[config.mk]
export PLATFORM = sky130hd
export DESIGN_NAME = pfc_ctrl
export DESIGN_NICKNAME = d
export VERILOG_FILES = /design/src/rtl/pfc_pkg.sv /design/src/rtl/pfc_sync.sv /design/src/rtl/pfc_timer.sv /design/src/rtl/pfc_decode.sv /design/src/rtl/pfc_ctrl.sv
export SDC_FILE = /design/constraint.sdc
export NUM_CORES = 1
export LEC_CHECK = 0
export BUFFER_PORTS_ARGS = -buffer_cell sky130_fd_sc_hd__buf_2
export CAP_MARGIN = 10
export CELL_PAD_IN_SITES_DETAIL_PLACEMENT = 1
export CELL_PAD_IN_SITES_GLOBAL_PLACEMENT = 1
export CORE_MARGIN = 4
export CORE_UTILIZATION = 42
export CTS_CLUSTER_DIAMETER = 80
export CTS_CLUSTER_SIZE = 20
export DETAILED_ROUTE_END_ITERATION = 7
export PLACE_DENSITY_LB_ADDON = 0.1
export SLEW_MARGIN = 20
export SYNTH_ARGS = -nofsm -noshare
export SYNTH_HDL_FRONTEND = slang
export SYNTH_SLANG_ARGS = --single-unit
[constraint.sdc]
create_clock -name clk_i -period 2.7 [get_ports clk_i]
set_input_delay 0.405 -clock clk_i [delete_from_list [all_inputs] [get_ports clk_i]]
set_output_delay 0.405 -clock clk_i [all_outputs]
set_load 0.01 [all_outputs]
[src/rtl/pfc_pkg.sv]
package pfc_pkg;
  typedef enum logic [1:0] {
    ST_PROT  = 2'd0,
    ST_RECOV = 2'd1,
    ST_RUN   = 2'd2,
    ST_DRAIN = 2'd3
  } pfc_state_e;
endpackage

[src/rtl/pfc_sync.sv]
module pfc_sync #(
  parameter int STAGES = 2
) (
  input  logic clk_i,
  input  logic rst_ni,
  input  logic d_i,
  output logic q_o
);
  logic [STAGES-1:0] sr_q;
  always_ff @(posedge clk_i or negedge rst_ni) begin
    if (!rst_ni) sr_q <= '0;
    else         sr_q <= {sr_q[STAGES-2:0], d_i};
  end
  assign q_o = sr_q[STAGES-1];
endmodule

[src/rtl/pfc_timer.sv]
module pfc_timer #(
  parameter int CW = 8
) (
  input  logic          clk_i,
  input  logic          rst_ni,
  input  logic          clr_i,
  input  logic [CW-1:0] limit_i,
  output logic          hit_o
);
  logic [CW-1:0] cnt_q;
  always_ff @(posedge clk_i or negedge rst_ni) begin
    if (!rst_ni)     cnt_q <= '0;
    else if (clr_i)  cnt_q <= '0;
    else if (!hit_o) cnt_q <= cnt_q + 1'b1;
  end
  assign hit_o = (cnt_q == limit_i);
endmodule

[src/rtl/pfc_decode.sv]
module pfc_decode #(
  parameter int NBANK = 2,
  localparam int SW = (NBANK > 1) ? $clog2(NBANK) : 1
) (
  input  logic             en_i,
  input  logic             ce_ni,
  input  logic [SW-1:0]    sel_i,
  output logic [NBANK-1:0] ce_no
);
  for (genvar b = 0; b < NBANK; b++) begin : g_bank
    assign ce_no[b] = ~(en_i & ~ce_ni & (sel_i == SW'(b)));
  end
endmodule

[src/rtl/pfc_ctrl.sv]
module pfc_ctrl
  import pfc_pkg::*;
#(
  parameter int REL_CYC = 1000,
  parameter int WPT_CYC = 16,
  localparam int MAXC = (REL_CYC > WPT_CYC) ? REL_CYC : WPT_CYC,
  localparam int CW = $clog2(MAXC + 1)
) (
  input  logic       clk_i,
  input  logic       rst_ni,
  input  logic       pwr_ok_i,
  input  logic       ce_ni,
  input  logic       bank_sel_i,
  output logic [1:0] bank_ce_no,
  output logic       rst_o
);
  pfc_state_e state_q, state_d;
  logic pwr_s, tmr_clr, tmr_hit, gate_en;
  logic [CW-1:0] tmr_lim;

  pfc_sync #(.STAGES(2)) u_sync (
    .clk_i(clk_i), .rst_ni(rst_ni), .d_i(pwr_ok_i), .q_o(pwr_s)
  );

  assign tmr_lim = (state_q == ST_DRAIN) ? CW'(WPT_CYC - 1) : CW'(REL_CYC - 1);
  assign tmr_clr = (state_q != state_d);

  pfc_timer #(.CW(CW)) u_tmr (
    .clk_i(clk_i), .rst_ni(rst_ni), .clr_i(tmr_clr),
    .limit_i(tmr_lim), .hit_o(tmr_hit)
  );

  always_comb begin
    state_d = state_q;
    unique case (state_q)
      ST_PROT:  if (pwr_s) state_d = ST_RECOV;
      ST_RECOV: if (!pwr_s) state_d = ST_PROT;
                else if (tmr_hit) state_d = ST_RUN;
      ST_RUN:   if (!pwr_s) state_d = ce_ni ? ST_PROT : ST_DRAIN;
      ST_DRAIN: if (ce_ni || tmr_hit) state_d = ST_PROT;
      default:  state_d = ST_PROT;
    endcase
  end

  always_ff @(posedge clk_i or negedge rst_ni) begin
    if (!rst_ni) state_q <= ST_PROT;
    else         state_q <= state_d;
  end

  assign gate_en = (state_q == ST_RUN) || (state_q == ST_DRAIN);
  assign rst_o   = (state_q != ST_RUN);

  pfc_decode #(.NBANK(2)) u_dec (
    .en_i(gate_en), .ce_ni(ce_ni), .sel_i(bank_sel_i), .ce_no(bank_ce_no)
  );
endmodule

==> impl_metrics.toml, run 1 <==
[cts]
cts_buffers = 3
cts.sinks = 14
cts_buffer_depth = 2
ctsHoldBuffers = 0
clk_latency_ps = 290
clkTransAtPathRegs_ps = 100
cts_tree = "done"
cts_root_buf = "clkbuf_4"
cts-resized-gates = 0
post_cts_buffers = 0
htree_levels = 1

[finish]
diodes = 0
finish.utilization_pct = 52.67
n_fill_cell = 193
final_common_cell = "dfrtp_1"
syn_to_final_growth_pct = 13.15
drive_gt1_share_pct = 17.98
nets = 96
layout_common_cells = "dfrtp_1 (14), nor2_1 (10), a21oi_1 (7), buf_2 (7), nand2_1 (6)"
finalInstanceArea_um2 = 839.6

[yosys]
netlist_area_um2 = 742.0
yosys_register_bits = 14
avgSynthCellArea_um2 = 9.392
synth_top_area_share_pct = 47.22
yosysUniqueCellTypes = 28
ys.warnings.count = 0
synth_seq_area_share_pct = 47.22
syn_inst = 79
synthesis.nets = 85
synthTopCellsByArea = "dfrtp_1 (47%), nor2_1 (5.1%), a21oi_1 (4.7%)"
yosys.area.top_type = "dfrtp_1"
ys.flop_type = "dfrtp_1"
synth_edf_count = 0
ys_async_sr_fraction_pct = 100.0

[worst_setup_path]
cp_data_required_time_ps = 2870
critPathKind = "reg -> reg"
crit_chain = "or4_1 -> or4b_4 -> a211oi_1 -> o21ai_0 -> a22o_1"
cp-start-kind = "flip-flop"
path_delay_family = "simple AND/OR/NAND/NOR gates"
reg2regPathDepth = 5
slowest_delay_ps = 540
ff2ff_setup_slack_ps = 380
cp-end-kind = "flip-flop"
worstPathArrival_ps = 2490
critPathMaxFanout = 6
crit_cells = 5
cp_num_buf_inv = 0
cp_slowest_cell = "or4_1"

[sta]
post-route-period-util_pct = 86.04
skew_ps = 13.65
slew_violations = 0
hold_viol = 0
fmax_mhz = 430.5
finalSetupViolations = 0
grt_setup_unrepaired = "no"
fin_crit_ps = 2323
slew_headroom_pct = 51.59
timing.final.ws_setup_ps = 377.0
tightest_slew_ps = 718.6
setup_tns_ps = 0

[floorplan]
die_y_um = 50.03
dieWidth_um = 50.03
ios = 8
dieArea_um2 = 2503
core_um2 = 1594
start_util_pct = 46.55
rows = 14

[global_routing]
antenna_found_initial = 0
grt_pass1_vias = 611
grt_pass1_wl_mm = 2.856
grt_overflow = 0
grt_usage_pct = 15.25
grt_max_degree = 15

[route]
via_per_inst = 5.345
wl_mm = 1.643
drc = 0
dr.pass1.iters = 4
dr_total_vias = 604
drtAntennaViolNets = 0
drt_iter0_drc = 7
wire_per_inst_um = 14.54

[run_status]
status = "finished, final reports clean"

[power]
power_frac_comb_pct = 9.1
power_frac_seq_pct = 54.5
p_int_w = 0.0003156
ir_worst_vdd_uv = 235.5
totalPowerFinal_w = 0.0004197
power.switching_w = 0.0001042
clkPwrFrac_pct = 36.4
power_density_nw_per_um2 = 499.9
switching_share_pct = 24.81
leakage_nw = 0.3820

[placement]
place_ws_ps = 399.6
place.gp.congestion = 0.7377
numPortBuffers = 7
place_hpwl_mm = 1.237
postPlaceCellArea_um2 = 803.3

[min_path]
holdCritPathClass = "in -> async"

[run]
cap_violations = 0
## worst reg2reg max path: cells and delay by family (launching register included)
family	cells	cell delay (ps)
AOI/OAI and AO/OA	3	720
DFF	1	440
and+or+nand+nor	2	1050
## cells by family after synthesis
logic type	count (synthesis)	synth area share, %
xor gates and xnor gates	7	8.263
AOI/OAI and AO/OA	17	14.00
adders and majority gates	1	1.686
buffers and inverters	3	1.518
DFF	14	47.22
and+or+nand+nor	37	27.32
## metrics by stage
stage               std cells  hold WS, ps
finish                    113        1.265
global route              113        13.21
CTS                       113        5.412
detailed placement        109        322.8
global placement          109        315.4
floorplan                  79        109.4
## layout make-up
cell class                      count  area, um^2  share of cell area (%)
Clock buffer                        4       36.28                   4.322
Inverter                            2       7.507                  0.8942
Multi-Input combinational cell     62       380.4                   45.31
Sequential cell                    14       350.3                   41.73
Tap cell                           24       30.03                   3.577
Timing Repair Buffer                7       35.03                   4.173
## power groups by stage
| stage | combinational, W | clock [W] | sequential, W |
|---|---|---|---|
| finish | 0.0000381 | 0.000153 | 0.000229 |
| detailed placement | 0.0000386 | 0 | 0.000233 |
| global placement | 0.0000364 | 0 | 0.000232 |
| CTS | 0.0000388 | 0.000159 | 0.000229 |
| floorplan | 0.0000242 | 0 | 0.000230 |
| global route | 0.0000425 | 0.000172 | 0.000230 |
## path summary, 6_finish.rpt
path	start	endpoint
min reg2reg	u_sync.sr_q[0]$_DFF_PN0_	u_sync.sr_q[1]$_DFF_PN0_
max in group asynchronous	rst_ni	state_q[0]$_DFF_PN0_
min in group clk_i	pwr_ok_i	u_sync.sr_q[0]$_DFF_PN0_
max	u_tmr.cnt_q[5]$_DFFE_PN0P_	state_q[1]$_DFF_PN0_
min	rst_ni	u_sync.sr_q[1]$_DFF_PN0_
max reg2reg	u_tmr.cnt_q[5]$_DFFE_PN0P_	state_q[1]$_DFF_PN0_
## routing by layer
layer | up-vias | GRT usage (%) | share of wire (%)
met2 | 10 | 24.35 | 48
li1 | 296 | - | -
met1 | 294 | 19.78 | 47
met5 | - | 0 | 0
met3 | 4 | 2.711 | 2.9
met4 | 0 | 6.912 | 1.5
## state kept, by name (all words and copies together), names as in the netlist
register,flops
state_q,2
u_sync.sr_q,2
u_tmr.cnt_q,10
## Yosys cell counts (2+ instances only)
cell type	instances
nor2b_1	2
nor2_1	10
a21o_1	2
o21ai_0	4
nand2b_1	2
a21oi_1	7
dfrtp_1	14
nand3_1	5
nand2_1	6
and3_1	3
xor2_1	3
inv_1	2
xnor2_1	4
No activity file was read; power rests on OpenSTA's default activity.
==> inputs of run 2 (changes only) <==
--- a/config.mk
+++ b/config.mk
@@ -9,12 +9,13 @@
 export CAP_MARGIN = 10
 export CELL_PAD_IN_SITES_DETAIL_PLACEMENT = 1
 export CELL_PAD_IN_SITES_GLOBAL_PLACEMENT = 1
-export CORE_MARGIN = 4
+export CORE_MARGIN = 2
 export CORE_UTILIZATION = 42
 export CTS_CLUSTER_DIAMETER = 80
 export CTS_CLUSTER_SIZE = 20
 export DETAILED_ROUTE_END_ITERATION = 7
 export PLACE_DENSITY_LB_ADDON = 0.1
+export SETUP_SLACK_MARGIN = 0.15
 export SLEW_MARGIN = 20
 export SYNTH_ARGS = -nofsm -noshare
 export SYNTH_HDL_FRONTEND = slang
==> run 2 against run 1 <==
Effect of this change: non-clock buffer count stayed put; largest power group unchanged; core utilization is 4.3 points lower; critical path depth stayed put; via count is 0.17% lower; final cell count is 7.1% lower; combinational power is 4% lower.
==> impl_metrics.toml, run 2 (synthesis results as in run 1) <==
[route]
drtAntennaViolNets = 0
wire_per_inst_um = 14.37
drc = 0
wl_mm = 1.509
via_per_inst = 5.743
dr.pass1.iters = 4
dr_total_vias = 603
drt_iter0_drc = 11

[sta]
grt_setup_unrepaired = "no"
slew_violations = 0
fin_crit_ps = 2328
timing.final.ws_setup_ps = 372.2
fmax_mhz = 429.6
post-route-period-util_pct = 86.21
skew_ps = 3.945
slew_headroom_pct = 57.52
hold_viol = 0
finalSetupViolations = 0
tightest_slew_ps = 630.6
setup_tns_ps = 0
hold_slack_ps = 5.825

[floorplan]
core_um2 = 1689
dieWidth_um = 46.03
rows = 15
ios = 8
start_util_pct = 43.93
dieArea_um2 = 2119
die_y_um = 46.03

[worst_setup_path]
critPathLaunch = "u_tmr.cnt_q[5]$_DFFE_PN0P_"
r2r-start = "u_tmr.cnt_q[5]$_DFFE_PN0P_"
cp-start-kind = "flip-flop"
cp-end-kind = "flip-flop"
critPathMaxFanout = 6
critPathKind = "reg -> reg"
worstPathArrival_ps = 2500
cp_data_required_time_ps = 2870

[finish]
finish.utilization_pct = 48.37
final_common_cell = "dfrtp_1"
diodes = 0
n_fill_cell = 192
largest_reg_flops = 10
nets = 96
layout_common_cells = "dfrtp_1 (14), nor2_1 (10), a21oi_1 (7), buf_2 (7), nand2_1 (6)"
drive_gt1_share_pct = 17.05
largest-register = "u_tmr.cnt_q"
top_regs = "u_tmr.cnt_q x10, state_q x2, u_sync.sr_q x2"
syn_to_final_growth_pct = 10.12

[global_routing]
antenna_found_initial = 0
grt_pass1_vias = 604
grt_usage_pct = 17.83
grt_pass1_wl_mm = 2.711
grt_overflow = 0
grt_max_degree = 15

[run]
cap_violations = 0

[cts]
post_cts_buffers = 0
ctsHoldBuffers = 0
cts_buffer_depth = 2
cts.sinks = 14
clk_latency_ps = 280
cts_root_buf = "clkbuf_4"
htree_levels = 1
clkTransAtPathRegs_ps = 80
cts_tree = "done"
cts-resized-gates = 0
cts_buffers = 3

[power]
leakage_nw = 0.3748
power_density_nw_per_um2 = 466.9
totalPowerFinal_w = 0.0003815
ir_worst_vdd_uv = 326.2

[placement]
numPortBuffers = 7
place_hpwl_mm = 1.145
place.gp.congestion = 0.7777
place_ws_ps = 407.8

[run_status]
status = "finished, final reports clean"

[min_path]
holdCritPathClass = "in -> async"
-- run 2: layout make-up --
type                            count  area [um^2]  area share, %
Clock buffer                        3        22.52          2.757
Inverter                            2        7.507         0.9188
Tap cell                           17        21.27          2.603
Sequential cell                    14        350.3          42.88
Timing Repair Buffer                7        35.03          4.288
Multi-Input combinational cell     62        380.4          46.55
-- run 2: power by group --
group | leakage, nW | switching, W | internal [W]
combinational | 0.175 | 0.0000222 | 0.0000143
clock | 0.0138 | 0.0000658 | 0.0000517
sequential | 0.186 | 0.00000866 | 0.000219
total | 0.375 | 0.0000967 | 0.000285
-- run 2: layer usage --
layer  up-vias  global-route usage (%)  wire length (um)
li1        299                       -                 -
met1       295                   25.00               734
met2         7                   26.94               716
met3         2                   3.571                44
met4         0                   6.286                13
met5         -                       0                 0
-- run 2: worst max-delay path: stages (launching register included) --
cell	delay [ps]
dfrtp_1	440
or4_1	560
or4b_4	510
a211oi_1	390
o21ai_0	130
a22o_1	190
-- run 2: path summary, 6_finish.rpt --
check                                             end  slack (ps)  depth (start not counted)
min reg2reg                  u_sync.sr_q[1]$_DFF_PN0_         350                          0
max                              state_q[1]$_DFF_PN0_         370                          5
max in group asynchronous    u_sync.sr_q[1]$_DFF_PN0_        2450                          1
min in group clk_i           u_sync.sr_q[0]$_DFF_PN0_         230                          1
max reg2reg                      state_q[1]$_DFF_PN0_         370                          5
min                        u_tmr.cnt_q[7]$_DFFE_PN0P_           6                          1
-- run 2: metrics by stage --
step,cells,cell area (um^2)
floorplan,79,742.0
global placement,102,794.5
detailed placement,102,794.5
CTS,105,817.0
global route,105,817.0
finish,105,817.0
==> inputs of run 3 (changes only) <==
--- a/config.mk
+++ b/config.mk
@@ -10,7 +10,7 @@
 export CELL_PAD_IN_SITES_DETAIL_PLACEMENT = 1
 export CELL_PAD_IN_SITES_GLOBAL_PLACEMENT = 1
 export CORE_MARGIN = 2
-export CORE_UTILIZATION = 42
+export CORE_UTILIZATION = 45
 export CTS_CLUSTER_DIAMETER = 80
 export CTS_CLUSTER_SIZE = 20
 export DETAILED_ROUTE_END_ITERATION = 7
==> constraint.sdc (replaced) <==
create_clock -name clk_i -period 2.85 [get_ports clk_i]
set_input_delay 0.4275 -clock clk_i [delete_from_list [all_inputs] [get_ports clk_i]]
set_output_delay 0.4275 -clock clk_i [all_outputs]
set_load 0.01 [all_outputs]
==> run 3 against run 2 <==
Effect of this change: via count shrank 0.17%; core utilization grew 6.1 points; cell area grew 1.5%; combinational power shrank 4%; sequential power shrank 5%; maximum frequency grew 1.6%; die area shrank 6.1%; largest cell class unchanged; largest power group unchanged.
==> impl_metrics.toml, run 3 (synthesis results as in run 1) <==
[sta]
hold_viol = 0
fin_crit_ps = 2290
setup_tns_ps = 0
finalSetupViolations = 0
grt_setup_unrepaired = "no"
tightest_slew_ps = 672.6
slew_headroom_pct = 54.68
slew_violations = 0
skew_ps = 3.495
post-route-period-util_pct = 80.36
fmax_mhz = 436.6

[cts]
clkTransAtPathRegs_ps = 90
cts_root_buf = "clkbuf_4"
htree_levels = 1
clk_latency_ps = 270
cts-resized-gates = 0
post_cts_buffers = 0
cts_tree = "done"
cts_buffer_depth = 2
cts.sinks = 14
cts_buffers = 3
ctsHoldBuffers = 0

[floorplan]
rows = 14
core_um2 = 1524
dieArea_um2 = 1990
dieWidth_um = 44.61
ios = 8
start_util_pct = 48.69
die_y_um = 44.61

[route]
drtAntennaViolNets = 0
wire_per_inst_um = 13.86
drc = 0
dr.pass1.iters = 4
via_per_inst = 5.733
drt_iter0_drc = 8
wl_mm = 1.455
dr_total_vias = 602

[global_routing]
grt_pass1_wl_mm = 2.518
grt_overflow = 0
grt_usage_pct = 17.63
antenna_found_initial = 0
grt_pass1_vias = 615
grt_max_degree = 15

[power]
power.switching_w = 0.00009312
p_int_w = 0.0002985
ir_worst_vdd_uv = 257.3
leakage_nw = 0.3820
power_frac_seq_pct = 55.3
switching_share_pct = 23.78
power_density_nw_per_um2 = 472.1
clkPwrFrac_pct = 35.8
power_frac_comb_pct = 8.9

[worst_setup_path]
r2r-start = "u_tmr.cnt_q[5]$_DFFE_PN0P_"
critPathKind = "reg -> reg"
cp-end-kind = "flip-flop"
cp_data_required_time_ps = 3020
reg2regPathDepth = 5
reg2reg_to = "state_q[1]$_DFF_PN0_"
critPathMaxFanout = 6
cp-start-kind = "flip-flop"
ff2ff_setup_slack_ps = 560
worstPathArrival_ps = 2460

[finish]
top_regs = "u_tmr.cnt_q x10, state_q x2, u_sync.sr_q x2"
largest_reg_flops = 10
drive_gt1_share_pct = 17.98
layout_common_cells = "dfrtp_1 (14), nor2_1 (10), a21oi_1 (7), buf_2 (7), nand2_1 (6)"
final_common_cell = "dfrtp_1"
largest-register = "u_tmr.cnt_q"
syn_to_final_growth_pct = 11.80
diodes = 0
nets = 96
finish.utilization_pct = 54.43

[placement]
place.gp.congestion = 0.7826
numPortBuffers = 7
place_hpwl_mm = 1.127

[run_status]
status = "finished, final reports clean"

[min_path]
holdCritPathClass = "in -> async"

[run]
cap_violations = 0
==> run 3: cell types whose count changed in the layout (fill, tap and decap cells not counted), sizes merged <==
| cell | previous run | this run |
|---|---|---|
| clkbuf | 3 | 4 |
==> run 3: stage by stage <==
step           hold slack (ps)  setup WS [ps]  cells  total power [W]  area (um^2)
2_1_floorplan            131.9          707.7     79        0.0002404        742.0
3_5_place_dp             339.0          565.4    101        0.0002567        793.3
5_1_grt                  43.13          444.1    105        0.0004120        829.5
4_1_cts                  29.19          559.8    105        0.0003981        829.5
3_3_place_gp             332.7          603.2    101        0.0002542        793.3
6_report                 27.44          559.7    105        0.0003916        829.5
==> run 3: metal layers <==
layer  part of all wire [%]  track usage, %
met1                     46           21.03
met2                     49           30.43
met3                    4.0           2.449
met4                   0.69           9.091
met5                      0               0
==> run 3: layout make-up <==
class	instances	area (um^2)
multi-input cells	62	380.4
clock buffers	4	36.28
inverters	2	7.507
fillers	182	694.4
well taps	16	20.02
repair buffers	7	35.03
flip-flops and latches	14	350.3
==> run 3: critical path, stage by stage, from the launching register on <==
cell	delay, ps
dfrtp_1	460
or4_1	540
or4b_4	500
a211oi_1	370
o21ai_0	130
a22o_1	180
==> run 3: power by group through the flow <==
stage / Sequential (W) / Combinational [W] / Clock (W)
floorplan: 0.000217 / 0.0000229 / 0
global placement: 0.000220 / 0.0000343 / 0
detailed placement: 0.000221 / 0.0000360 / 0
CTS: 0.000217 / 0.0000361 / 0.000145
global route: 0.000218 / 0.0000410 / 0.000153
finish: 0.000216 / 0.0000350 / 0.000140
==> run 3: worst max path at each step <==
stage,depth (start not counted),endpoint,from
6_report,5,state_q[1]$_DFF_PN0_,u_tmr.cnt_q[5]$_DFFE_PN0P_
5_1_grt,5,state_q[1]$_DFF_PN0_,u_tmr.cnt_q[5]$_DFFE_PN0P_
4_1_cts,5,state_q[1]$_DFF_PN0_,u_tmr.cnt_q[5]$_DFFE_PN0P_
3_5_place_dp,5,state_q[1]$_DFF_PN0_,u_tmr.cnt_q[5]$_DFFE_PN0P_
3_3_place_gp,5,state_q[1]$_DFF_PN0_,u_tmr.cnt_q[5]$_DFFE_PN0P_
2_1_floorplan,5,state_q[1]$_DFF_PN0_,u_tmr.cnt_q[5]$_DFFE_PN0P_
